### src/rtl/srp_pkg.sv
package srp_pkg;
  typedef enum logic {PH_HDR = 1'b0, PH_DATA = 1'b1} srp_phase_e;

  typedef struct packed {
    logic        wr;
    logic        id_hit;
    logic [15:0] addr;
  } srp_hdr_t;
endpackage

### src/rtl/srp_hdr_dec.sv
module srp_hdr_dec
  import srp_pkg::*;
(
  input  logic        long_fmt,
  input  logic [31:0] word,
  output srp_hdr_t    hdr
);
  logic unused_hdr_bits;
  assign unused_hdr_bits = ^{word[31], word[29:24]};

  always_comb begin
    if (long_fmt) begin
      hdr.wr     = word[30];
      hdr.addr   = word[23:8];
      hdr.id_hit = 1'b0;
    end else begin
      hdr.wr     = word[14];
      hdr.addr   = {10'd0, word[13:8]};
      hdr.id_hit = (word[15:0] == 16'h0000);
    end
  end
endmodule

### src/rtl/srp_regfile.sv
module srp_regfile #(
  parameter int              DEPTH = 64,
  parameter logic [DEPTH-1:0] MASK = '0,
  localparam int             AW    = $clog2(DEPTH)
) (
  input  logic          clk,
  input  logic          rst_n,
  input  logic          we,
  input  logic [AW-1:0] waddr,
  input  logic [7:0]    wdata,
  input  logic [AW-1:0] raddr,
  output logic [7:0]    rdata
);
  logic [7:0] cells [DEPTH];

  for (genvar i = 0; i < DEPTH; i++) begin : g_cell
    logic [7:0] cell_q;
    logic [7:0] cell_d;
    logic       cell_en;

    assign cell_en = we && (waddr == AW'(i));

    if (MASK[i]) begin : g_nib
      assign cell_d = {4'h0, wdata[3:0]};
    end else begin : g_full
      assign cell_d = wdata;
    end

    always_ff @(posedge clk or negedge rst_n) begin
      if (!rst_n)       cell_q <= 8'h00;
      else if (cell_en) cell_q <= cell_d;
    end

    assign cells[i] = cell_q;
  end

  assign rdata = cells[raddr];
endmodule

### src/rtl/serial_regport.sv
module serial_regport
  import srp_pkg::*;
#(
  parameter int                  CMD_DEPTH = 64,
  parameter int                  REG_DEPTH = 256,
  parameter logic [REG_DEPTH-1:0] NIB_MASK = REG_DEPTH'(32'h0A88_A800),
  parameter logic [31:0]         ID_WORD   = 32'h0402_0200
) (
  input  logic clk,
  input  logic rst_n,
  input  logic cs_n,
  input  logic bit_en,
  input  logic sdi,
  output logic sdo
);
  localparam int CAW = $clog2(CMD_DEPTH);
  localparam int RAW = $clog2(REG_DEPTH);

  // reset: asserted asynchronously, released on a clock edge
  logic [1:0] rst_sync_q;
  logic       rst_i;
  always_ff @(posedge clk or negedge rst_n) begin
    if (!rst_n) rst_sync_q <= 2'b00;
    else        rst_sync_q <= {rst_sync_q[0], 1'b1};
  end
  assign rst_i = rst_sync_q[1];

  srp_phase_e  phase_q, phase_d;
  logic [4:0]  hcnt_q, hcnt_d;
  logic [30:0] hsr_q, hsr_d;
  logic        long_q, long_d, wr_q, wr_d, id_q, id_d;
  logic [15:0] addr_q, addr_d;
  logic [7:0]  dsr_q, dsr_d;
  logic [2:0]  dcnt_q, dcnt_d, idx_q, idx_d;

  logic        step, first_long, hdr_last, byte_last;
  logic [31:0] hword;
  srp_hdr_t    dec;
  logic [15:0] addr_nxt;
  logic        long_sel, id_sel;
  logic [2:0]  idx_nxt;
  logic [7:0]  id_byte, rd_byte, wbyte, cmd_rdata, reg_rdata;
  logic        we_cmd, we_reg;

  assign step       = !cs_n && bit_en;
  assign first_long = (hcnt_q == 5'd0) ? sdi : long_q;
  assign hword      = {hsr_q, sdi};
  assign hdr_last   = (phase_q == PH_HDR) && step &&
                      (hcnt_q == (first_long ? 5'd31 : 5'd15));
  assign byte_last  = (phase_q == PH_DATA) && step && (dcnt_q == 3'd7);

  srp_hdr_dec u_dec (.long_fmt(first_long), .word(hword), .hdr(dec));

  assign addr_nxt = hdr_last ? dec.addr : addr_q + 16'd1;
  assign long_sel = hdr_last ? first_long : long_q;
  assign id_sel   = hdr_last ? (dec.id_hit && !dec.wr) : id_q;
  assign idx_nxt  = hdr_last ? 3'd0 : ((idx_q == 3'd4) ? 3'd4 : idx_q + 3'd1);

  always_comb begin
    case (idx_nxt)
      3'd0:    id_byte = ID_WORD[31:24];
      3'd1:    id_byte = ID_WORD[23:16];
      3'd2:    id_byte = ID_WORD[15:8];
      3'd3:    id_byte = ID_WORD[7:0];
      default: id_byte = 8'h00;
    endcase
  end

  assign rd_byte = id_sel ? id_byte : (long_sel ? reg_rdata : cmd_rdata);
  assign wbyte   = {dsr_q[6:0], sdi};
  assign we_cmd  = byte_last && wr_q && !long_q;
  assign we_reg  = byte_last && wr_q && long_q;

  srp_regfile #(.DEPTH(CMD_DEPTH), .MASK('0)) u_cmd_space (
    .clk(clk), .rst_n(rst_i), .we(we_cmd), .waddr(addr_q[CAW-1:0]),
    .wdata(wbyte), .raddr(addr_nxt[CAW-1:0]), .rdata(cmd_rdata));

  srp_regfile #(.DEPTH(REG_DEPTH), .MASK(NIB_MASK)) u_reg_space (
    .clk(clk), .rst_n(rst_i), .we(we_reg), .waddr(addr_q[RAW-1:0]),
    .wdata(wbyte), .raddr(addr_nxt[RAW-1:0]), .rdata(reg_rdata));

  always_comb begin
    phase_d = phase_q; hcnt_d = hcnt_q; hsr_d = hsr_q;
    long_d  = long_q;  wr_d   = wr_q;   id_d  = id_q;
    addr_d  = addr_q;  dsr_d  = dsr_q;  dcnt_d = dcnt_q; idx_d = idx_q;
    if (cs_n) begin
      phase_d = PH_HDR;
      hcnt_d  = 5'd0;
      dcnt_d  = 3'd0;
    end else if (bit_en) begin
      if (phase_q == PH_HDR) begin
        hsr_d  = {hsr_q[29:0], sdi};
        hcnt_d = hcnt_q + 5'd1;
        long_d = first_long;
        if (hdr_last) begin
          phase_d = PH_DATA;
          wr_d    = dec.wr;
          id_d    = id_sel;
          addr_d  = addr_nxt;
          idx_d   = idx_nxt;
          dcnt_d  = 3'd0;
          dsr_d   = dec.wr ? 8'h00 : rd_byte;
        end
      end else begin
        dcnt_d = dcnt_q + 3'd1;
        dsr_d  = wr_q ? wbyte : {dsr_q[6:0], 1'b0};
        if (byte_last) begin
          addr_d = addr_nxt;
          idx_d  = idx_nxt;
          if (!wr_q) dsr_d = rd_byte;
        end
      end
    end
  end

  always_ff @(posedge clk or negedge rst_i) begin
    if (!rst_i) begin
      phase_q <= PH_HDR; hcnt_q <= '0; hsr_q <= '0;
      long_q  <= 1'b0;   wr_q   <= 1'b0; id_q <= 1'b0;
      addr_q  <= '0;     dsr_q  <= '0;   dcnt_q <= '0; idx_q <= '0;
    end else begin
      phase_q <= phase_d; hcnt_q <= hcnt_d; hsr_q <= hsr_d;
      long_q  <= long_d;  wr_q   <= wr_d;   id_q  <= id_d;
      addr_q  <= addr_d;  dsr_q  <= dsr_d;  dcnt_q <= dcnt_d; idx_q <= idx_d;
    end
  end

  assign sdo = (!cs_n && (phase_q == PH_DATA) && !wr_q) ? dsr_q[7] : 1'b0;
endmodule

### config.mk
export PLATFORM = sky130hd
export DESIGN_NAME = serial_regport
export DESIGN_NICKNAME = d
export VERILOG_FILES = /design/src/rtl/srp_pkg.sv /design/src/rtl/srp_hdr_dec.sv /design/src/rtl/srp_regfile.sv /design/src/rtl/serial_regport.sv
export SDC_FILE = /design/constraint.sdc
export NUM_CORES = 2
export LEC_CHECK = 0
export BUFFER_PORTS_ARGS = -buffer_cell sky130_fd_sc_hd__buf_2
export CAP_MARGIN = 10
export CORE_UTILIZATION = 45
export DETAILED_ROUTE_END_ITERATION = 7
export PLACE_DENSITY = 0.71
export SLEW_MARGIN = 40
export SYNTH_ARGS = -nofsm -noshare
export SYNTH_HDL_FRONTEND = slang
export SYNTH_SLANG_ARGS = --single-unit
### constraint.sdc
create_clock -name clk -period 135.3 [get_ports clk]
set_input_delay 13.53 -clock clk [delete_from_list [all_inputs] [get_ports clk]]
set_output_delay 13.53 -clock clk [all_outputs]
set_load 0.02 [all_outputs]
After elaboration in Yosys (flattened, before gate mapping)
Cells that the tools add are included.
Storage, ports and cells
  flip-flop bits (word level): 2603
  latch bits: 0
  RAM bits: 0
  bits in read-only memories: 0
  bits of input ports: 5
  logic and storage cells: 1057
  memories: 0
Cells by class
  add/sub/neg operators: 4
  $mul: 0
  divide/modulo/power cells: 0
  magnitude comparators: 2
  eq/ne operators: 325
  shift-type cells: 0
  mux-type cells: 41
  bitwise gates (word level): 4
  reductions and logical operators: 350
Operator list (number)
  equality test 8 bit (second input constant): 128
  equality test 8 x 7 -> 1 bit (second input constant): 64
  logical AND 1 bit: 331
  equality test 8 x 6 -> 1 bit (second input constant): 32
  equality test 6 bit (second input constant): 32
  equality test 8 x 5 -> 1 bit (second input constant): 16
  equality test 6 x 5 -> 1 bit (second input constant): 16
  two-way mux 8 bit: 11
  binary-select mux 8 bit (select 8 bit): 1
  equality test 8 x 4 -> 1 bit (second input constant): 8
  two-way mux 16 bit: 4
  binary-select mux 8 bit (select 6 bit): 1
  equality test 6 x 4 -> 1 bit (second input constant): 8
  equality test 8 x 3 -> 1 bit (second input constant): 4
  two-way mux 3 bit: 9
  equality test 6 x 3 -> 1 bit (second input constant): 4
  two-way mux 5 bit: 4
  two-way mux 18 bit: 1
  adder 16 x 1 -> 16 bit (second input constant): 1
  equality test 8 x 2 -> 1 bit (second input constant): 2
  logical NOT 16 bit: 1
  equality test 6 x 2 -> 1 bit (second input constant): 2
  greater-or-equal comparator 9 bit (second input constant): 1
  two-way mux 1 bit: 9
  other kinds (26): 36

Depth between registers and ports, before layout
  depth after elaboration: 15
  depth in mapped cells: 18

By module
A second synthesis with hierarchy kept.
Second synthesis, totals
  cell total of the unflattened synthesis: 7711
  area, all modules: 118808.9 µm²
Modules (own cells, without submodules)
  srp_regfile (u_reg_space): instances 1, cells an instance 5892, area an instance 91900.6 µm², seq. area each 50548.5 µm²
  srp_regfile (u_cmd_space): instances 1, cells an instance 1509, area an instance 23572.6 µm², seq. area each 12812.3 µm²
  serial_regport: instances 1, cells an instance 286, area an instance 3171.8 µm², seq. area each 1601.5 µm²
  srp_hdr_dec: instances 1, cells an instance 24, area an instance 163.9 µm², seq. area each 0.0 µm²

Least setup slack after synthesis
No wires, ideal clock.
  path type: input to output
  from: input port cs_n
  to: output port sdo
  data arrival time: 14.512 ns
  data required time: 121.770 ns
  slack: 107.258 ns
  stages: 2
  path buffers: 1
  cells stage by stage: clkbuf_1 -> nor4b_1
On the way
  longest elaborated chain between the ends: 4
Ends and longest elaborated chain
  start, declared: line serial_regport.sv:11  | input logic cs_n,
  logical NOT 1 bit: line serial_regport.sv:128  | assign sdo = (!cs_n && (phase_q == PH_DATA) && !wr_q) ? dsr_q[7] : 1'b0;
  logical AND 1 bit (2 in a row): line serial_regport.sv:128
  two-way mux 1 bit: line serial_regport.sv:128
  end, declared: line serial_regport.sv:14  | output logic sdo
Every way passes these cells.

Final worst setup path
Ends and elaborated chain as after synthesis.

==> flow_metrics.env <==
export IMPL_yosysMostFrequentCell="dfrtp_1"
export IMPL_fp_dieW_um=522
export IMPL_initial_utilization_pct=45.3
export IMPL_status="completed"
export IMPL_cap_violations=0
export IMPL_core_area_um2=268000
export IMPL_synth_avg_cell_area_um2=11.6
export IMPL_post_cts_resized=0
export IMPL_wl_per_cell_um=28.4
export IMPL_cp_arrival_ps=14290
export IMPL_synth_top_area_share_pct=53.4
export IMPL_async_flop_share_pct=100
export IMPL_hold_class="reg2async"
export IMPL_nFillCells=22624
export IMPL_htreeDepth=5
export IMPL_synth_cells=10462
export IMPL_drcViolationCount=0
export IMPL_power_leakage_nw=62.6
export IMPL_gp_congestion=0.927
export IMPL_die_area_um2=272000
export IMPL_clk_pin_slew_ps=60
export IMPL_fin_crit_sh_pct=20.6
export IMPL_synth_seq_area_share_pct=53.4
export IMPL_p_per_area_nw_per_um2=12.0
export IMPL_drt_antenna_violating_nets=0
export IMPL_worstSetupPathType="in2out"
export IMPL_fin_setup_tns_ps=0
export IMPL_design_portCount=6
export IMPL_path_max_fanout=15
export IMPL_r2r_start="hcnt_q[0]$_DFFE_PN0P_"
export IMPL_synth_edf_count=0
export IMPL_timing_fmax_mhz=35.9
export IMPL_yosys_area_top_type="dfrtp_1"
export IMPL_synth_warning_count=0
export IMPL_fin_worst_skew_ps=78.8
export IMPL_syn_to_final_growth_pct=10.8
export IMPL_first_pass_iters=8
export IMPL_ir_worst_vdd_mv=0.00916
export IMPL_crit_required_ps=121770
export IMPL_crit_reg2reg_capture="dsr_q[2]$_DFFE_PN0P_"
export IMPL_cts_root_buf="clkbuf_16"
export IMPL_dpl_hpwl_mm=236
export IMPL_cts_buffers=293
export IMPL_yosys_top_cells_area="dfrtp_1, mux2_2, nand2_1"
export IMPL_worst_slack_ps=107480
export IMPL_first_iter_violations=10909
export IMPL_yosysUniqueCellTypes=87
export IMPL_ys_seq_elements=2595
export IMPL_portBuffers=5
export IMPL_reg2reg_depth=18
export IMPL_clock_sinks=2595
export IMPL_grt_setup_unrepaired="no"
export IMPL_via_per_inst=6.46
export IMPL_antenna_found_initial=21
export IMPL_vias=89662
export IMPL_synthesis_nets=10477
export IMPL_clockBufferDepth=4
export IMPL_fin_cells=13881
export IMPL_power_mw=1.62
export IMPL_fin_crit_ps=27820
export IMPL_overflow=0
export IMPL_grt_start_max_net_pins=164
export IMPL_dpl_cell_count=13365
export IMPL_grt_usage_pct=28.5
export IMPL_fin_nets=10129
export IMPL_std_cell_rows=190
export IMPL_grt_pass1_wl_mm=589
export IMPL_slew_violations=0
export IMPL_hold_violations=0
export IMPL_end_kind="primary output"
export IMPL_finalWirelength_mm=395
export IMPL_finalSetupViolCount=0
export IMPL_drive_gt1_share_pct=33.6
export IMPL_max_slew_margin_rel_pct=33.9
export IMPL_post_cts_setup_buffer_count=0
export IMPL_synth_area_um2=122000
export IMPL_ctsHoldBuffers=0
export IMPL_rrSetupSlack_ps=127540
export IMPL_die_h_um=522
export IMPL_start_kind="input port"
export IMPL_place_ws_ps=107440
export IMPL_clk_latency_ps=1000
export IMPL_yosys_top_cells_count="dfrtp_1, mux2_2, nand2_1"
export IMPL_grt_pass1_vias=89600
export IMPL_worst_pin_slew_ps=988
export IMPL_synth_top_flop_cell="dfrtp_1"
export IMPL_cts_tree="yes"
worst max-delay path, stage by stage:
cell and delay (ps):
buf_2 190, nor4b_1 340, buf_2 230
logic make-up (layout without fill, tap and decap cells):
family / count (synthesis) / count (layout) / synth area share [%]
and+or+nand+nor: 2923 / 2923 / 10.4
adders and majority gates: 10 / 10 / 0.103
buffers and inverters: 880 / 733 / 3.30
other: 1 / 15 / 0.00308
DFF: 2595 / 2595 / 53.4
muxes: 2663 / 2663 / 24.6
AOI/OAI and AO/OA: 1378 / 1378 / 8.16
xor gates and xnor gates: 12 / 12 / 0.0864
registers in the layout, indices dropped and copies added, names as in the netlist, 2 cells and up:
register                   cells
u_reg_space.g_cell.cell_q   2020
u_cmd_space.g_cell.cell_q    512
hsr_q                         30
addr_q                         8
dsr_q                          8
hcnt_q                         5
dcnt_q                         3
idx_q                          3
rst_sync_q                     2
through the flow:
step	util (%)	instance area (um2)	hold slack, ps
after CTS	50.1	134000	343
after global routing	50.2	135000	372
final	50.2	135000	307
after floorplan	-	122000	331
after detailed placement	46.6	125000	340
after global placement	46.3	124000	338
power by group:
part	switching, mW	internal [mW]	leakage, nW
Clock	0.322	0.471	4.64
Combinational	0.0321	0.00739	21.8
Sequential	0.00513	0.779	36.2
Total	0.359	1.26	62.6
worst max-delay path by stage:
stage	from	end	slack, ps	depth (start not counted)
detailed placement	cs_n	sdo	107440	3
finish	cs_n	sdo	107480	3
CTS	cs_n	sdo	107430	3
floorplan	rst_sync_q[1]$_DFF_PN0_	addr_q[0]$_DFFE_PN0P_	57610	0
global placement	cs_n	sdo	107500	3
global route	cs_n	sdo	107410	3
cell type report:
cell class	instances	area, um2	area share, %
diodes	14	35.0	0.0260
clock buffers	427	8550	6.35
clock inverters	69	841	0.624
inverters	9	33.8	0.0251
multi-input cells	6987	53500	39.7
flip-flops and latches	2595	65000	48.2
well taps	3552	4440	3.30
repair buffers	228	2440	1.81
metal layers:
layer	global-route usage [%]	routed length, um
met2	42.5	175000
met1	37.0	151000
met3	7.61	42100
met4	17.6	26300
met5	0	103
cells in the final DEF, fill, tap and decap left out, types with 14 or more instances in the layout:
cell	Yosys	layout
clkinv_2	0	40
nor3_1	80	72
mux2_2	2570	2568
a221oi_1	16	16
buf_4	48	149
a31oi_1	282	281
and3_1	303	303
buf_16	0	14
o211ai_1	14	14
nand4_1	38	38
nor2_2	1	160
nand3_1	369	360
nor4_1	18	16
diode_2	0	14
o2111ai_1	16	16
o221ai_1	126	126
a22oi_1	28	28
bufinv_16	0	18
clkbuf_16	0	300
a211oi_1	302	298
nor2_1	378	212
buf_12	0	26
dfrtp_1	2595	2587
a311oi_1	159	159
nand2_1	1678	1673
clkbuf_8	0	60
a21oi_1	163	163
buf_6	18	29
o22ai_1	41	41
o21ai_0	78	75
clkbuf_1	469	70
a32oi_1	31	31
mux2i_1	89	86
Note: power is estimated with default switching activity, not from simulation.
